<file path="src/rtl/bscan_ring_pkg.sv">
package bscan_ring_pkg;

    localparam int N_CELLS  = 113;
    localparam int N_DQ     = 9;
    localparam int N_CK     = 2;
    localparam int N_SPANS  = 4;
    localparam int VLD_CELL = 65;
    localparam int CK_CELL0 = 74;

    typedef int span_t [N_SPANS];
    localparam span_t IN_LO = '{0, 27, 48, 105};
    localparam span_t IN_HI = '{8, 27, 64, 110};

    typedef int dq_map_t [N_DQ];
    // data cell of pad bit j; its enable cell is one index below
    localparam dq_map_t DQ_CELL = '{83, 79, 71, 67, 47, 43, 37, 33, 29};

    function automatic int count_inputs();
        int n = 0;
        for (int r = 0; r < N_SPANS; r++) n += IN_HI[r] - IN_LO[r] + 1;
        return n;
    endfunction

    localparam int N_IN = count_inputs();

    typedef enum logic [1:0] {
        MODE_FUNC   = 2'd0,
        MODE_EXTEST = 2'd1,
        MODE_CLAMP  = 2'd2,
        MODE_HIGHZ  = 2'd3
    } scan_mode_e;

    typedef enum logic [2:0] {
        K_INTERNAL,
        K_INPUT,
        K_CTRL,
        K_DATA,
        K_VLD,
        K_CLKOUT
    } cell_kind_e;

    typedef struct packed {
        logic [N_DQ-1:0] data;
        logic [N_DQ-1:0] ctrl;
        logic            vld;
        logic [N_CK-1:0] ck;
    } latch_t;

    typedef struct packed {
        logic [N_DQ-1:0] out;
        logic [N_DQ-1:0] oe;
        logic            vld;
        logic            vld_drv;
        logic [N_CK-1:0] ck;
    } pad_drive_t;

    localparam latch_t SAFE_LATCH = '{data: '0, ctrl: '0, vld: 1'b1, ck: '0};

    function automatic cell_kind_e kind_of(input int idx);
        cell_kind_e k = K_INTERNAL;
        for (int r = 0; r < N_SPANS; r++)
            if (idx >= IN_LO[r] && idx <= IN_HI[r]) k = K_INPUT;
        for (int j = 0; j < N_DQ; j++) begin
            if (idx == DQ_CELL[j])          k = K_DATA;
            else if (idx == DQ_CELL[j] - 1) k = K_CTRL;
        end
        if (idx == VLD_CELL) k = K_VLD;
        if (idx >= CK_CELL0 && idx < CK_CELL0 + N_CK) k = K_CLKOUT;
        return k;
    endfunction

    function automatic int in_slot(input int idx);
        int base = 0;
        for (int r = 0; r < N_SPANS; r++) begin
            if (idx >= IN_LO[r] && idx <= IN_HI[r]) return base + idx - IN_LO[r];
            base += IN_HI[r] - IN_LO[r] + 1;
        end
        return 0;
    endfunction

    function automatic int dq_slot(input int idx);
        for (int j = 0; j < N_DQ; j++)
            if (idx == DQ_CELL[j] || idx == DQ_CELL[j] - 1) return j;
        return 0;
    endfunction

endpackage

</file>
<file path="src/rtl/bscan_capture_sel.sv">
module bscan_capture_sel
    import bscan_ring_pkg::*;
#(
    parameter logic INT_CAP = 1'b0
) (
    input  logic [N_IN-1:0]    in_pad,
    input  logic [N_DQ-1:0]    dq_pad_in,
    input  logic [N_DQ-1:0]    upd_ctrl,
    input  logic               vld_core,
    input  logic [N_CK-1:0]    ck_core,
    output logic [N_CELLS-1:0] cap_vec
);

    for (genvar gi = 0; gi < N_CELLS; gi++) begin : g_cell
        localparam cell_kind_e KND = kind_of(gi);
        if (KND == K_INPUT) begin : g_in
            localparam int SLOT = in_slot(gi);
            assign cap_vec[gi] = in_pad[SLOT];
        end else if (KND == K_DATA) begin : g_dat
            localparam int SLOT = dq_slot(gi);
            assign cap_vec[gi] = dq_pad_in[SLOT];
        end else if (KND == K_CTRL) begin : g_ctl
            localparam int SLOT = dq_slot(gi);
            assign cap_vec[gi] = upd_ctrl[SLOT];
        end else if (KND == K_VLD) begin : g_vld
            assign cap_vec[gi] = vld_core;
        end else if (KND == K_CLKOUT) begin : g_ck
            assign cap_vec[gi] = ck_core[gi - CK_CELL0];
        end else begin : g_int
            assign cap_vec[gi] = INT_CAP;
        end
    end

endmodule

</file>
<file path="src/rtl/bscan_shift_chain.sv">
module bscan_shift_chain
    import bscan_ring_pkg::*;
(
    input  logic               clk,
    input  logic               rst,
    input  logic               cap_en,
    input  logic               shf_en,
    input  logic               scan_in,
    input  logic [N_CELLS-1:0] cap_vec,
    output logic               scan_out,
    output latch_t             upd_src
);

    logic [N_CELLS-1:0] sr;

    always_ff @(posedge clk) begin
        if (rst)         sr <= '0;
        else if (cap_en) sr <= cap_vec;
        else if (shf_en) sr <= {scan_in, sr[N_CELLS-1:1]};
    end

    assign scan_out = sr[0];

    for (genvar gj = 0; gj < N_DQ; gj++) begin : g_dq
        assign upd_src.data[gj] = sr[DQ_CELL[gj]];
        assign upd_src.ctrl[gj] = sr[DQ_CELL[gj] - 1];
    end
    assign upd_src.vld = sr[VLD_CELL];
    assign upd_src.ck  = sr[CK_CELL0 + N_CK - 1 : CK_CELL0];

    assert_shift_step_R2: assert property (@(posedge clk) disable iff (rst)
        (shf_en && !cap_en) |=> (sr[N_CELLS-2:0] == $past(sr[N_CELLS-1:1])
                                 && sr[N_CELLS-1] == $past(scan_in)));

    assert_capture_wins_R12: assert property (@(posedge clk) disable iff (rst)
        cap_en |=> (sr == $past(cap_vec)));

endmodule

</file>
<file path="src/rtl/bscan_update_reg.sv">
module bscan_update_reg
    import bscan_ring_pkg::*;
(
    input  logic   clk,
    input  logic   rst,
    input  logic   upd_en,
    input  latch_t d,
    output latch_t q
);

    always_ff @(posedge clk) begin
        if (rst)         q <= SAFE_LATCH;
        else if (upd_en) q <= d;
    end

    assert_safe_after_reset_R1: assert property (@(posedge clk)
        rst |=> (q == SAFE_LATCH));

    assert_latch_hold_R6: assert property (@(posedge clk) disable iff (rst)
        !upd_en |=> $stable(q));

    assert_latch_load_R6: assert property (@(posedge clk) disable iff (rst)
        upd_en |=> (q == $past(d)));

endmodule

</file>
<file path="src/rtl/bscan_pad_mux.sv">
module bscan_pad_mux
    import bscan_ring_pkg::*;
(
    input  scan_mode_e      mode,
    input  latch_t          upd,
    input  logic [N_DQ-1:0] core_out,
    input  logic [N_DQ-1:0] core_oe,
    input  logic            vld_core,
    input  logic [N_CK-1:0] ck_core,
    output pad_drive_t      pd
);

    always_comb begin
        pd.out     = upd.data;
        pd.oe      = upd.ctrl;
        pd.vld     = upd.vld;
        pd.vld_drv = ~upd.vld;
        pd.ck      = upd.ck;
        case (mode)
            MODE_FUNC: begin
                pd.out     = core_out;
                pd.oe      = core_oe;
                pd.vld     = vld_core;
                pd.vld_drv = 1'b1;
                pd.ck      = ck_core;
            end
            MODE_HIGHZ: begin
                pd.oe      = '0;
                pd.vld     = 1'b1;
                pd.vld_drv = 1'b0;
            end
            default: ;
        endcase
    end

endmodule

</file>
<file path="src/rtl/bscan_ring.sv">
module bscan_ring
    import bscan_ring_pkg::*;
#(
    parameter logic INT_CAP = 1'b0
) (
    input  logic                          clk,
    input  logic                          rst,
    input  logic                          cap_en,
    input  logic                          shf_en,
    input  logic                          upd_en,
    input  logic [1:0]                    mode,
    input  logic                          scan_in,
    output logic                          scan_out,
    input  logic [bscan_ring_pkg::N_IN-1:0] in_pad,
    input  logic [bscan_ring_pkg::N_DQ-1:0] dq_pad_in,
    input  logic [bscan_ring_pkg::N_DQ-1:0] dq_core_out,
    input  logic [bscan_ring_pkg::N_DQ-1:0] dq_core_oe,
    input  logic                          vld_core,
    input  logic [bscan_ring_pkg::N_CK-1:0] ck_core,
    output logic [bscan_ring_pkg::N_DQ-1:0] dq_pad_out,
    output logic [bscan_ring_pkg::N_DQ-1:0] dq_pad_oe,
    output logic                          vld_pad,
    output logic                          vld_pad_drv,
    output logic [bscan_ring_pkg::N_CK-1:0] ck_pad
);

    scan_mode_e         mode_e;
    logic [N_CELLS-1:0] cap_vec;
    latch_t             upd_src;
    latch_t             upd_q;
    pad_drive_t         pd;

    assign mode_e = scan_mode_e'(mode);

    bscan_capture_sel #(.INT_CAP(INT_CAP)) u_cap (
        .in_pad    (in_pad),
        .dq_pad_in (dq_pad_in),
        .upd_ctrl  (upd_q.ctrl),
        .vld_core  (vld_core),
        .ck_core   (ck_core),
        .cap_vec   (cap_vec)
    );

    bscan_shift_chain u_chain (
        .clk      (clk),
        .rst      (rst),
        .cap_en   (cap_en),
        .shf_en   (shf_en),
        .scan_in  (scan_in),
        .cap_vec  (cap_vec),
        .scan_out (scan_out),
        .upd_src  (upd_src)
    );

    bscan_update_reg u_upd (
        .clk    (clk),
        .rst    (rst),
        .upd_en (upd_en),
        .d      (upd_src),
        .q      (upd_q)
    );

    bscan_pad_mux u_mux (
        .mode     (mode_e),
        .upd      (upd_q),
        .core_out (dq_core_out),
        .core_oe  (dq_core_oe),
        .vld_core (vld_core),
        .ck_core  (ck_core),
        .pd       (pd)
    );

    assign dq_pad_out  = pd.out;
    assign dq_pad_oe   = pd.oe;
    assign vld_pad     = pd.vld;
    assign vld_pad_drv = pd.vld_drv;
    assign ck_pad      = pd.ck;

    assert_highz_released_R10: assert property (@(posedge clk) disable iff (rst)
        (mode_e == MODE_HIGHZ) |-> (dq_pad_oe == '0 && !vld_pad_drv && vld_pad));

    assert_func_passthru_R11: assert property (@(posedge clk) disable iff (rst)
        (mode_e == MODE_FUNC) |-> (dq_pad_out == dq_core_out && dq_pad_oe == dq_core_oe
                                   && ck_pad == ck_core && vld_pad_drv));

    assert_vld_weak_high_R8: assert property (@(posedge clk) disable iff (rst)
        (mode_e != MODE_FUNC) |-> (vld_pad_drv != vld_pad));

    assert_clk_out_hold_R9: assert property (@(posedge clk) disable iff (rst)
        (mode_e != MODE_FUNC && !upd_en) |=> (mode_e == MODE_FUNC || $stable(ck_pad)));

endmodule

</file>
<file path="config.mk">
export PLATFORM = sky130hd
export DESIGN_NAME = bscan_ring
export DESIGN_NICKNAME = d
export VERILOG_FILES = /design/src/rtl/bscan_ring_pkg.sv /design/src/rtl/bscan_capture_sel.sv /design/src/rtl/bscan_shift_chain.sv /design/src/rtl/bscan_update_reg.sv /design/src/rtl/bscan_pad_mux.sv /design/src/rtl/bscan_ring.sv
export SDC_FILE = /design/constraint.sdc
export NUM_CORES = 1
export LEC_CHECK = 0
export BUFFER_PORTS_ARGS = -buffer_cell sky130_fd_sc_hd__clkbuf_2
export CORE_ASPECT_RATIO = 1.5
export CORE_UTILIZATION = 50
export DETAILED_ROUTE_END_ITERATION = 7
export GPL_TIMING_DRIVEN = 0
export PLACE_DENSITY_LB_ADDON = 0.2
export SYNTH_ARGS = -nofsm -noshare
export SYNTH_HDL_FRONTEND = slang
export SYNTH_SLANG_ARGS = --single-unit
</file>
<file path="constraint.sdc">
create_clock -name clk -period 1.32 [get_ports clk]
set_clock_uncertainty 0.15 [all_clocks]
set_input_delay 0.132 -clock clk [delete_from_list [all_inputs] [get_ports clk]]
set_output_delay 0.132 -clock clk [all_outputs]
set_load 0.01 [all_outputs]
</file>
==> flow_summary.html <==
<table>
<tr><th>Metric</th><th>Value</th></tr>
<tr><th colspan="2">Place</th></tr>
<tr><td>DPL Wire Length</td><td>8.72 mm</td></tr>
<tr><td>Total cell area at the placement stage</td><td>0.00623 mm2</td></tr>
<tr><td>Inst Count DP</td><td>770</td></tr>
<tr><td>Number of I/O port buffers</td><td>91</td></tr>
<tr><td>Worst slack after detailed placement</td><td>-0.547 ns</td></tr>
<tr><td>Routability congestion estimate from global placement</td><td>0.736</td></tr>
<tr><th colspan="2">Synth</th></tr>
<tr><td>Number of standard cells after synthesis</td><td>535</td></tr>
<tr><td>Most frequently used flop master after synthesis</td><td>sky130_fd_sc_hd__dfxtp_1</td></tr>
<tr><td>Mean post-synth cell area</td><td>10.4 um2</td></tr>
<tr><td>Post-Syn Area</td><td>0.00559 mm2</td></tr>
<tr><td>Share of synthesized area occupied by flip-flops and latches</td><td>48.0%</td></tr>
<tr><td>Syn. warnings</td><td>0</td></tr>
<tr><td>Synth Net Count</td><td>608</td></tr>
<tr><td>Async set-reset flop share out of synthesis</td><td>0%</td></tr>
<tr><td>Number of flops mapped to enable cells by yosys</td><td>0</td></tr>
<tr><td>Number of distinct standard cells referenced by the synthesized netlist</td><td>22</td></tr>
<tr><td>Synth Register Bits</td><td>134</td></tr>
<tr><th colspan="2">Pwr</th></tr>
<tr><td>Pwr/cell area</td><td>1330 mW/mm2</td></tr>
<tr><td>Switch Pwr</td><td>2.40 mW</td></tr>
<tr><td>Clock share of power</td><td>46.2%</td></tr>
<tr><td>Net switching fraction of the power</td><td>23.7%</td></tr>
<tr><td>Share of power burned in combinational logic</td><td>11.4%</td></tr>
<tr><td>Leak</td><td>3.40 nW</td></tr>
<tr><td>Power consumption</td><td>10.2 mW</td></tr>
<tr><td>Internal Pwr Total</td><td>7.76 mW</td></tr>
<tr><td>Proportion of power drawn by flip-flops and latches</td><td>42.3%</td></tr>
<tr><td>Worst voltage drop across the vdd grid</td><td>1.16 mV</td></tr>
<tr><th colspan="2">Timing</th></tr>
<tr><td>Worst hold margin</td><td>0.0648 ns</td></tr>
<tr><td>Final-report max-slew violation count</td><td>0</td></tr>
<tr><td>RSZ-0062 raised after global routing</td><td>true</td></tr>
<tr><td>Number of setup violations in the final report</td><td>21</td></tr>
<tr><td>Final worst-path setup slack</td><td>-0.0933 ns</td></tr>
<tr><td>Tightest slew margin relative to the limit</td><td>64.1%</td></tr>
<tr><td>Worst Max-Slew Pin Slew</td><td>0.539 ns</td></tr>
<tr><td>Top achievable clock speed</td><td>708 MHz</td></tr>
<tr><td>Final Hold Viols</td><td>0</td></tr>
<tr><td>Fin crit share</td><td>107%</td></tr>
<tr><td>Post-layout minimum cycle time</td><td>1.41 ns</td></tr>
<tr><td>Final-layout setup total negative slack</td><td>-1.32 ns</td></tr>
<tr><th colspan="2">GRT</th></tr>
<tr><td>Global Route Usage Sum</td><td>24.2%</td></tr>
<tr><td>Pin count of the biggest net entering global routing</td><td>17</td></tr>
<tr><td>Total congestion overflow</td><td>0</td></tr>
<tr><td>Wire length of the first global-routing pass</td><td>21.7 mm</td></tr>
<tr><td>Initial antenna violation count</td><td>0</td></tr>
<tr><td>Number of global-route vias before repair</td><td>4541</td></tr>
<tr><th colspan="2">Clocking</th></tr>
<tr><td>Max Buffers Root-to-Sink</td><td>2</td></tr>
<tr><td>Clock H-tree levels</td><td>4</td></tr>
<tr><td>TritonCTS Buffers</td><td>17</td></tr>
<tr><td>Library cell used as clock root buffer</td><td>sky130_fd_sc_hd__clkbuf_16</td></tr>
<tr><td>Clock sink count</td><td>134</td></tr>
<tr><td>Clk Latency, worst-skew pair</td><td>0.42 ns</td></tr>
<tr><td>Clock input transition at the sequential cells of the worst setup and hold paths</td><td>0.06 ns</td></tr>
<tr><td>CTS tree</td><td>yes</td></tr>
<tr><th colspan="2">Setup path</th></tr>
<tr><td>Worst-case reg-to-reg path depth</td><td>4</td></tr>
<tr><td>Critical Path AT</td><td>1.13 ns</td></tr>
<tr><td>Number of buffers and inverters on the critical path</td><td>1</td></tr>
<tr><td>Largest fanout on the critical path</td><td>2</td></tr>
<tr><td>Critical register-to-register path endpoint</td><td>u_upd.q[20]</td></tr>
<tr><td>Setup Crit Path Kind</td><td>reg2out</td></tr>
<tr><td>Cell family with most CP delay</td><td>flip-flops</td></tr>
<tr><td>Worst R2R Start</td><td>u_upd.q[20]</td></tr>
<tr><td>Endpoint kind of the worst setup timing path</td><td>output port</td></tr>
<tr><td>Register-to-register path setup slack</td><td>0.31 ns</td></tr>
<tr><td>Critical path depth</td><td>2</td></tr>
<tr><td>CP peak stage delay</td><td>0.33 ns</td></tr>
<tr><td>Sequence of cells on the critical path</td><td>mux2_2 -&gt; buf_6</td></tr>
<tr><td>Nature of the critical path startpoint</td><td>flip-flop</td></tr>
<tr><td>Last element of the critical path</td><td>dq_pad_out[5]</td></tr>
<tr><td>Cell with the largest stage delay on the worst path</td><td>sky130_fd_sc_hd__dfxtp_2</td></tr>
<tr><td>Worst path required time</td><td>1.04 ns</td></tr>
<tr><td>Crit. Startpoint</td><td>u_upd.q[17]</td></tr>
<tr><th colspan="2">Final layout</th></tr>
<tr><td>Filler cell count</td><td>820</td></tr>
<tr><td>Utilization of the core after routing</td><td>71.3%</td></tr>
<tr><td>Final antenna diode count</td><td>0</td></tr>
<tr><td>Commonest non-fill, non-tap cell in the layout</td><td>sky130_fd_sc_hd__mux2i_1</td></tr>
<tr><td>Non-filler cells in the finished layout</td><td>865</td></tr>
<tr><td>Commonest non-fill, non-tap cells in the layout</td><td>sky130_fd_sc_hd__mux2i_1 (133), sky130_fd_sc_hd__dfxtp_1 (113), sky130_fd_sc_hd__nor2_1 (79)</td></tr>
<tr><td>Number of nets in the finished design</td><td>781</td></tr>
<tr><td>Signed area change from the synthesized netlist to the final layout</td><td>36.6%</td></tr>
<tr><td>Post-layout instance area</td><td>0.00764 mm2</td></tr>
<tr><td>Share of layout cells above drive strength 1</td><td>28.0%</td></tr>
<tr><th colspan="2">Status</th></tr>
<tr><td>Violated checks</td><td>negative setup slack</td></tr>
<tr><td>Status</td><td>finished with violations</td></tr>
<tr><th colspan="2">Floorplan</th></tr>
<tr><td>Initial cell density of the core</td><td>52.2%</td></tr>
<tr><td>X dimension of the die</td><td>88.3 um</td></tr>
<tr><td>Core outline area</td><td>0.0107 mm2</td></tr>
<tr><td>Die extent in y</td><td>132 um</td></tr>
<tr><td>Ports</td><td>94</td></tr>
<tr><td>Floorplan die area</td><td>0.0116 mm2</td></tr>
<tr><td>Row count</td><td>46</td></tr>
<tr><th colspan="2">Routing</th></tr>
<tr><td>Remaining routing DRC violations</td><td>0</td></tr>
<tr><td>Total wire length after detailed routing</td><td>13.8 mm</td></tr>
<tr><td>Number of violations reported at the end of detailed-routing iteration 0</td><td>124</td></tr>
<tr><td>Post-route antenna net violation count</td><td>0</td></tr>
<tr><td>WL/cell</td><td>16.0 um</td></tr>
<tr><td>Detailed-router iteration count before antenna repair</td><td>4</td></tr>
<tr><td>Vias after detailed routing</td><td>4479</td></tr>
<tr><td>Detail-routed via count per cell</td><td>5.18</td></tr>
<tr><th colspan="2">Hold path</th></tr>
<tr><td>Hold crit path type</td><td>in2reg</td></tr>
<tr><th colspan="2">Job</th></tr>
<tr><td>Count of maximum capacitance violations</td><td>0</td></tr>
</table>
-- cell type report --
cell class	instances	area [um2]	share of cell area, %
Clock buffer	17	425	5.57
Timing Repair Buffer	154	1140	14.9
Inverter	5	21.3	0.279
Multi-Input combinational cell	351	2710	35.5
Sequential cell	134	2710	35.5
Tap cell	144	180	2.36
Buffer	45	290	3.80
Clock inverter	15	163	2.13
-- state kept, by name (all words and copies together) (netlist names) --
name,count
u_chain.sr,113
u_upd.q,21
-- power by group through the flow --
stage	clock network (mW)	registers, mW	logic, mW
3_3_place_gp	0	4.37	0.875
4_1_cts	4.74	4.30	1.08
2_1_floorplan	0	4.34	0.615
5_1_grt	4.93	4.31	1.25
6_report	4.70	4.30	1.16
3_5_place_dp	0	4.38	0.895
-- synthesized netlist by cell type (3+ instances only) --
cell type / count / area [um2]
sky130_fd_sc_hd__a211oi_1: 55 / 413
sky130_fd_sc_hd__buf_4: 9 / 67.6
sky130_fd_sc_hd__nor2b_1: 55 / 344
sky130_fd_sc_hd__mux2_2: 11 / 124
sky130_fd_sc_hd__a22o_1: 8 / 70.1
sky130_fd_sc_hd__buf_2: 8 / 40.0
sky130_fd_sc_hd__dfxtp_1: 134 / 2680
sky130_fd_sc_hd__nor2_1: 79 / 297
sky130_fd_sc_hd__mux2i_1: 133 / 1330
sky130_fd_sc_hd__clkbuf_1: 23 / 86.3
sky130_fd_sc_hd__inv_1: 4 / 15.0
sky130_fd_sc_hd__nand2_1: 3 / 11.3
-- worst min path at each step --
| stage | depth (start not counted) | slack [ns] | to | startpoint |
|---|---|---|---|---|
| 2_1_floorplan | 2 | 0.13 | u_chain.sr[112] | scan_in |
| 4_1_cts | 3 | 0.05 | u_chain.sr[2] | rst |
| 5_1_grt | 3 | 0.11 | u_chain.sr[2] | rst |
| 3_3_place_gp | 3 | 0.23 | u_chain.sr[112] | scan_in |
| 6_report | 3 | 0.06 | u_chain.sr[2] | rst |
| 3_5_place_dp | 3 | 0.23 | u_chain.sr[112] | scan_in |
-- timing repair --
action	4_1_cts	5_1_grt
gates cloned	1	1
setup endpoints to repair	22	22
hold buffers	47	0
setup buffers	11	3
gates resized for setup	42	39
pin swaps	8	2
endpoints found under the hold margin	48	0
-- worst min-delay path: stages --
cell                       delay, ns
sky130_fd_sc_hd__clkbuf_2       0.12
sky130_fd_sc_hd__buf_2          0.26
sky130_fd_sc_hd__a211oi_1       0.07
-- kinds of logic (layout without fill, tap and decap cells) --
family	count (synthesis)	count (layout)	share of synthesized area, %
adders and majority gates	2	2	0.448
muxes	144	144	26.0
and+or+nand+nor	138	138	11.8
DFF	134	134	48.0
buffers and inverters	50	236	4.68
AOI/OAI and AO/OA	67	67	9.09
-- layer usage --
metal / part of all wire [%] / vias up / global-route usage (%)
met1: 42 / 2118 / 28.0
met3: 4.9 / 24 / 7.60
met5: 0 / - / 0
met4: 2.2 / 0 / 8.96
met2: 51 / 125 / 41.0
li1: - / 2212 / -
No activity file was read; power rests on OpenSTA's default activity.
